===== src/rtl/wss_pkg.sv =====
// Package: shared types for the shortened write-strobe generator.
// Assumes: nothing beyond plain synthesizable types.
package wss_pkg;

    // Pulse generator state: waiting for a rise, counting, or finished for this phase.
    typedef enum logic [1:0] {
        PS_IDLE  = 2'd0,
        PS_RUN   = 2'd1,
        PS_SPENT = 2'd2
    } pulse_state_t;

    // Pair of synchronized bus control signals.
    typedef struct packed {
        logic phi2;
        logic rw;
    } bus_ctl_t;

endpackage


===== src/rtl/wss_sync.sv =====
// Module: wss_sync
// Multi-stage synchronizer for WIDTH independent asynchronous bits.
// Assumes: each bit is a level that stays stable for several clk cycles;
// no relationship between bits is preserved through the stages.
module wss_sync #(
    parameter int WIDTH  = 2,
    parameter int STAGES = 2
) (
    input  logic             clk,
    input  logic             rst_n,
    input  logic [WIDTH-1:0] async_in,
    output logic [WIDTH-1:0] sync_out
);

    localparam int LAST = STAGES - 1;

    logic [WIDTH-1:0] stage_q [STAGES];

    genvar s;
    generate
        for (s = 0; s < STAGES; s++) begin : g_stage
            if (s == 0) begin : g_first
                // Capture the asynchronous inputs into the first stage.
                always_ff @(posedge clk) begin
                    if (!rst_n) stage_q[0] <= '0;
                    else        stage_q[0] <= async_in;
                end
            end else begin : g_next
                // Shift the previous stage forward to settle metastability.
                always_ff @(posedge clk) begin
                    if (!rst_n) stage_q[s] <= '0;
                    else        stage_q[s] <= stage_q[s-1];
                end
            end
        end
    endgenerate

    assign sync_out = stage_q[LAST];

endmodule


===== src/rtl/wss_pulse.sv =====
// Module: wss_pulse
// Detects the rising edge of the synchronized phase-2 clock and produces a
// pulse PULSE_CYC cycles long. The pulse ends early when phase-2 drops. It
// cannot retrigger until phase-2 has been seen low.
// Assumes: phi_s is already synchronous to clk; PULSE_CYC >= 1.
module wss_pulse
    import wss_pkg::*;
#(
    parameter int PULSE_CYC = 21
) (
    input  logic clk,
    input  logic rst_n,
    input  logic phi_s,
    output logic pulse
);

    localparam int CW = $clog2(PULSE_CYC + 1);
    localparam logic [CW-1:0] CNT_LAST = CW'(PULSE_CYC);
    localparam logic [CW-1:0] CNT_ONE  = CW'(1);

    pulse_state_t state_q, state_d;
    logic [CW-1:0] cnt_q, cnt_d;
    logic          phi_q;
    logic          rise;

    // Delay phi_s by one cycle for edge detection.
    always_ff @(posedge clk) begin
        if (!rst_n) phi_q <= 1'b0;
        else        phi_q <= phi_s;
    end

    assign rise = phi_s & ~phi_q;

    // Next-state and counter logic of the pulse sequencer.
    always_comb begin
        state_d = state_q;
        cnt_d   = cnt_q;
        unique case (state_q)
            PS_IDLE: begin
                if (rise) begin
                    state_d = PS_RUN;
                    cnt_d   = CNT_ONE;
                end
            end
            PS_RUN: begin
                if (!phi_s) begin
                    state_d = PS_IDLE;
                    cnt_d   = '0;
                end else if (cnt_q == CNT_LAST) begin
                    state_d = PS_SPENT;
                    cnt_d   = '0;
                end else begin
                    cnt_d = cnt_q + CNT_ONE;
                end
            end
            PS_SPENT: begin
                if (!phi_s) state_d = PS_IDLE;
            end
            default: begin
                state_d = PS_IDLE;
                cnt_d   = '0;
            end
        endcase
    end

    // Register the sequencer state and count.
    always_ff @(posedge clk) begin
        if (!rst_n) begin
            state_q <= PS_IDLE;
            cnt_q   <= '0;
        end else begin
            state_q <= state_d;
            cnt_q   <= cnt_d;
        end
    end

    assign pulse = (state_q == PS_RUN);

endmodule


===== src/rtl/wss_outreg.sv =====
// Module: wss_outreg
// Registers the active-low memory strobes. Write follows the short pulse
// gated by phase-2 and a write; read follows the full phase-2 gated by a read.
// Assumes: all inputs are synchronous to clk.
module wss_outreg (
    input  logic clk,
    input  logic rst_n,
    input  logic phi_s,
    input  logic rw_s,
    input  logic pulse,
    output logic we_n,
    output logic oe_n
);

    // Drive both strobes from registers; both idle high in reset.
    always_ff @(posedge clk) begin
        if (!rst_n) begin
            we_n <= 1'b1;
            oe_n <= 1'b1;
        end else begin
            we_n <= ~(pulse & phi_s & ~rw_s);
            oe_n <= ~(phi_s & rw_s);
        end
    end

endmodule


===== src/rtl/strobe_shaper.sv =====
// Module: strobe_shaper (top)
// Generates the memory write enable from a shortened copy of the phase-2
// high pulse, and the output enable from the full phase-2 high pulse.
// Assumes: clk is much faster than phase-2; bus_rw is stable around the
// phase-2 rising edge; PULSE_CYC cycles fit inside the phase-2 high time
// with margin.
module strobe_shaper
    import wss_pkg::*;
#(
    parameter int PULSE_CYC   = 21,
    parameter int SYNC_STAGES = 2
) (
    input  logic clk,
    input  logic rst_n,
    input  logic bus_phi2,
    input  logic bus_rw,
    output logic mem_we_n,
    output logic mem_oe_n
);

    localparam int CTL_W = $bits(bus_ctl_t);

    bus_ctl_t ctl_async;
    bus_ctl_t ctl_sync;
    logic     phi2_sync;
    logic     rw_sync;
    logic     short_pulse;

    assign ctl_async.phi2 = bus_phi2;
    assign ctl_async.rw   = bus_rw;

    wss_sync #(
        .WIDTH  (CTL_W),
        .STAGES (SYNC_STAGES)
    ) u_sync (
        .clk      (clk),
        .rst_n    (rst_n),
        .async_in (ctl_async),
        .sync_out (ctl_sync)
    );

    assign phi2_sync = ctl_sync.phi2;
    assign rw_sync   = ctl_sync.rw;

    wss_pulse #(
        .PULSE_CYC (PULSE_CYC)
    ) u_pulse (
        .clk   (clk),
        .rst_n (rst_n),
        .phi_s (phi2_sync),
        .pulse (short_pulse)
    );

    wss_outreg u_out (
        .clk   (clk),
        .rst_n (rst_n),
        .phi_s (phi2_sync),
        .rw_s  (rw_sync),
        .pulse (short_pulse),
        .we_n  (mem_we_n),
        .oe_n  (mem_oe_n)
    );

endmodule


===== config.mk =====
export PLATFORM = sky130hd
export DESIGN_NAME = strobe_shaper
export DESIGN_NICKNAME = d
export VERILOG_FILES = /design/src/rtl/wss_pkg.sv /design/src/rtl/wss_sync.sv /design/src/rtl/wss_pulse.sv /design/src/rtl/wss_outreg.sv /design/src/rtl/strobe_shaper.sv
export SDC_FILE = /design/constraint.sdc
export NUM_CORES = 1
export LEC_CHECK = 0
export BUFFER_PORTS_ARGS = -buffer_cell sky130_fd_sc_hd__buf_4
export CORE_MARGIN = 5
export CORE_UTILIZATION = 40
export CTS_CLUSTER_SIZE = 28
export DETAILED_ROUTE_END_ITERATION = 6
export GPL_TIMING_DRIVEN = 1
export PLACE_DENSITY = 0.63
export SLEW_MARGIN = 15
export SYNTH_ARGS = -nofsm -noshare
export SYNTH_HDL_FRONTEND = slang
export SYNTH_HIERARCHICAL = 1
export SYNTH_SLANG_ARGS = --single-unit

===== constraint.sdc =====
create_clock -name clk -period 1.2 [get_ports clk]
set_input_delay 0.06 -clock clk [delete_from_list [all_inputs] [get_ports clk]]
set_output_delay 0.06 -clock clk [all_outputs]
set_load 0.01 [all_outputs]

# == Word-level counts from Yosys, hierarchy flattened ==
# Memory sizes are Yosys's and may differ from the RTL's.
# Cells that the tools add are included.
# word_totals
regBits,10
ramBits,4
in_bits,4
elab_cells,40
n_memories,1
# classes
n_addsub,1
n_eq_ne,6
n_mux,13
n_bitwise,11
reduce_logical,3
# mem_list
memory,words,word_bits,rd,rd_clocked_by_memory_dff,wr,line_no,source
u_sync.stage_q,2,2,2,0,2,wss_sync.sv:17,logic [WIDTH-1:0] stage_q [STAGES];
# ops
op,count
5-bit two-way mux,3
5-bit case mux with 3 select lines,1
2-bit two-way mux,6
2-bit case mux with 3 select lines,1
"5-bit by 1-bit adder with 5-bit output, second input constant",1
"5-bit == test, second input constant",1
1-bit NOT,5
1-bit AND,4
"3-bit inequality test, second input constant",1
3-bit AND reduction,1
"2-bit by 1-bit == test with 1-bit output, second input constant",1
"2-bit == test, second input constant",1
2-bit zero test,1
1-bit two-way mux,2
"2-bit by 1-bit inequality test with 1-bit output, second input constant",1
"2-bit inequality test, second input constant",1
1-bit bitwise OR,2
2-bit AND reduction,1

# == Depth between registers and ports, before layout ==
# logic_depth
depth_word,4
depth_mapped,5
ltp_nobuf,5

# == Cells and area by module ==
# Netlist, hierarchy kept.
# modules_own_cells
mod,instances,cells_each,area_per_inst_um2
wss_pulse,1,41,424.2
wss_sync,1,8,105.1
wss_outreg,1,4,53.8

# == Least setup slack after synthesis ==
# OpenSTA, ideal clock, no wires.
# synth_timing
kind,register to register
start,reg u_pulse.cnt_q[1]
end,reg u_pulse.state_q[0]
setup_time_ps,103
arrival_time_ps,1061
required_time_ps,1097
path_slack_ps,36
stages_incl_launch_ff,5
cell_sequence,dfxtp_1 -> inv_1 -> ha_1 -> and4b_4 -> a2111oi_2
# synth_between
elab_chain_cells,3
# synth_lines
element,line_no,source
start: declaration,wss_pulse.sv:22,"logic [CW-1:0] cnt_q, cnt_d;"
start signal: assignment,wss_pulse.sv:73,cnt_q <= cnt_d;
5-bit == test,wss_pulse.sv:49,end else if (cnt_q == CNT_LAST) begin
3-bit inequality test (no line),n/a,
3-bit AND reduction (no line),n/a,
end signal: assignment,wss_pulse.sv:72,state_q <= state_d;
end: declaration,wss_pulse.sv:21,"pulse_state_t state_q, state_d;"
# Every way passes these cells.
# A chain may end at the register's enable or synchronous reset.

# == Final worst setup path ==
# layout_timing
start,reg u_pulse.cnt_q[0]
end,reg u_pulse.cnt_q[2]
# layout_between
elab_chain_cells,4
elab_cells_between_ends,5
# layout_lines
element,line_no,source
5-bit by 1-bit adder with 5-bit output or 5-bit == test (tied branches),"wss_pulse.sv:53, wss_pulse.sv:49",
5-bit two-way mux (*),wss_pulse.sv:49,
5-bit two-way mux (*),wss_pulse.sv:46,if (!phi_s) begin
5-bit case mux with 3 select lines (*),wss_pulse.sv:38,unique case (state_q)
# Every way passes the cells marked *; elsewhere a longest branch is shown, timed or not.

==> flow_summary_export.csv <==
group,metric,value,unit
placed_design,hpwl,792,um
worst_setup_path,r2r_cells,4,
cells_and_area,nets,79,
synth,ys.flop_type,"dfxtp_1",
detailed_routing,avgViaCountPerCell,5.08,
power_and_ir_drop,pwr-share-comb,6.2,%
min_path,hp-class,"in2reg",
worst_setup_path,crit_cells,4,
clock_tree,htree_levels,1,
synth,yosysUniqueCellTypes,26,
power_and_ir_drop,p_sw_share,20.5,%
synth,synth.avg_cell_area,11.0,sq um
sta,fmax,827,MHz
synth,ys_seq_elements,14,
sta,tns,-0.00884,ns
sta,fin_ws,-0.00884,ns
power_and_ir_drop,p_leak,0.338,nW
synth,async_reset_ff_share,0,%
floorplan,dieArea,2320,sq um
clock_tree,clk_pin_slew,0.08,ns
worst_setup_path,r2r-end,"u_pulse/cnt_q[2]",
worst_setup_path,startpoint_type,"flop",
placed_design,gp_congestion,0.712,
power_and_ir_drop,seqPwrFrac,55.3,%
grt,track_usage,12.7,%
grt,antenna_found_initial,0,
cells_and_area,diodes,0,
cells_and_area,drive_above_1_share,36.1,%
outcome,status,"finished, violations left",
outcome,violations,"setup timing",
worst_setup_path,critPathMaxFanout,5,
detailed_routing,dr.pass1.iters,2,
clock_tree,clkLatencyLatePin,0.28,ns
sta,fin_crit_sh,101,%
synth,synthTopCellsByArea,"dfxtp_1 48%, and2_1 5.4%, ha_1 4.3%, nor2b_1 3.2%, a22o_1 3.0%",
floorplan,rows,13,
grt,grt_pass1_vias,468,
detailed_routing,post-route-drc-count,0,
power_and_ir_drop,p_int,0.691,mW
worst_setup_path,critPathRequiredTime,1.37,ns
detailed_routing,num_vias,442,
grt,grt_pass1_wl,2010,um
floorplan,start_util,43.7,%
worst_setup_path,startpoint,"u_pulse/cnt_q[0]",
sta,timing_hold_violations_final,0,
grt,grt_max_degree,12,
synth,synth_top_cell_by_area,"dfxtp_1",
detailed_routing,drt_iter0_drc,2,
sta,worst_pin_slew,0.349,ns
synth,ys_warn_count,6,
worst_setup_path,r2r_start,"u_pulse/cnt_q[0]",
synth,synth_edf_count,0,
floorplan,die_x,48.2,um
power_and_ir_drop,clkPwrFrac,38.5,%
worst_setup_path,worst_setup_path_end_kind,"flop",
synth,synth_top_area_share,48.1,%
clock_tree,numClockSinks,14,
synth,synth_nets,59,
worst_setup_path,crit_family,"flip-flops",
worst_setup_path,worstSetupPathType,"reg2reg",
worst_setup_path,crit_end,"u_pulse/cnt_q[2]",
sta,slew_violations,0,
worst_setup_path,slowest_delay,0.38,ns
worst_setup_path,path_buf_inv,0,
detailed_routing,drt-total-wl,1150,um
synth,seq_area_frac_synth,48.1,%
synth,synth_area,583,sq um
clock_tree,clockRootBuffer,"clkbuf_4",
power_and_ir_drop,max-vdd-ir-drop,0.788,mV
detailed_routing,wl_per_cell,13.2,um
clock_tree,cts_made_buffers,3,
power_and_ir_drop,p_total,0.869,mW
power_and_ir_drop,power.density,1100,nW/um^2
floorplan,core,1330,sq um
grt,grt_overflow_total,0,
worst_setup_path,path_cells,"ha_4, and4b_4, nor3b_2, o31a_1",
floorplan,die_h,48.2,um
synth,syn_inst,53,
power_and_ir_drop,power.switching,0.178,mW
floorplan,io_pins,6,
sta,slew_headroom,76.7,%
worst_setup_path,arrival,1.38,ns
clock_tree,cts_tree,"yes",
worst_setup_path,crit_slowest_cell,"dfxtp_2",
cells_and_area,area.growth.synth_to_final,35.2,%
worst_setup_path,r2r_setup_slack,-0.009,ns
sta,final.setup_skew,0.00222,ns
cells_and_area,n_fill_cell,124,
sta,rsz0062_at_grt,"true",
flow_run,drv_cap,0,
detailed_routing,antenna_left,0,
sta,period_minus_slack,1.21,ns
clock_tree,clk_path_buf_depth,2,
sta,setup-violations-final,1,
placed_design,io_buffers,5,
## layer usage
metal	part of all wire, %	vias up	track usage (%)
met4	0	0	0
met3	4.9	0	6.64
li1	-	229	-
met2	52	7	23.2
met1	43	206	13.7
met5	0	-	0
## flip-flops by register name (all words and copies together) (netlist names)
signal and flops:
u_out/oe_n 1, u_pulse/state_q 2, u_out/we_n 1, u_pulse/phi_q 1, u_sync/stage_q 4, u_pulse/cnt_q 5
## metrics by stage
step	hold slack, ns	util [%]	instance area [sq um]	setup slack [ns]	std cells
floorplan	0.145	-	583	0.0356	53
global placement	0.267	51.9	692	0.0119	80
detailed placement	0.271	51.9	692	-0.0670	80
CTS	0.0257	59.1	788	0.00131	87
global route	0.0309	59.1	788	-0.0490	87
finish	0.0273	59.1	788	-0.00884	87
## cell usage in the layout (no fill, tap or decap), types with 2 or more instances in the layout
cell / count
inv_1: 2
dfxtp_2: 2
and2_1: 5
buf_4: 14
nor3b_2: 2
a22o_1: 2
xnor2_1: 2
nand3_1: 3
dlygate4sd3_1: 2
dfxtp_1: 12
clkbuf_4: 3
nor2b_1: 3
## power groups by stage
stage               Sequential [mW]  Clock [mW]  Combinational, mW
global placement              0.490           0             0.0449
CTS                           0.481       0.347             0.0538
floorplan                     0.490           0             0.0212
global route                  0.482       0.367             0.0606
detailed placement            0.490           0             0.0454
finish                        0.481       0.335             0.0535
## cells by family (layout without fill, tap and decap cells)
family	after synthesis	count (layout)	synth area share, %
flops	14	14	48.1
fa+ha+maj	2	2	4.29
buf+inv	4	23	3.22
simple gates	23	23	29.4
xor+xnor	2	2	3.00
compound gates	8	8	12.0
## layout make-up
cell class / instances / area, sq um / area share [%]
Multi-Input combinational cell: 35 / 314 / 39.8
Tap cell: 15 / 18.8 / 2.38
Inverter: 3 / 11.3 / 1.43
Timing Repair Buffer: 16 / 125 / 15.9
Clock buffer: 4 / 36.3 / 4.60
Sequential cell: 14 / 283 / 35.9
## what timing repair did
action	4_1_cts	5_1_grt
hold buffers	2	0
endpoints found under the hold margin	2	0
resized for setup	7	0
cloned	0	0
setup endpoints to repair	3	5
buffers inserted	1	0
pin swaps	1	2
## cells in the mapped netlist (all sizes together), types with 2 or more instances
master and count:
dfxtp 14, nor3b 3, nor2b 3, a22o 2, and4b 2, nand3 3
and2 5, inv 3, ha 2, xnor2 2
## worst min path at each step
stage | cells after the start | slack, ns | start | endpoint
after floorplan | 1 | 0.15 | rst_n | u_out/oe_n
after global placement | 2 | 0.27 | bus_rw | u_sync/stage_q[0][0]
after detailed placement | 2 | 0.27 | bus_rw | u_sync/stage_q[0][0]
after CTS | 2 | 0.03 | rst_n | u_out/oe_n
after global routing | 2 | 0.03 | rst_n | u_out/oe_n
final | 2 | 0.03 | rst_n | u_out/oe_n
Power figures use the tool's default switching activity.
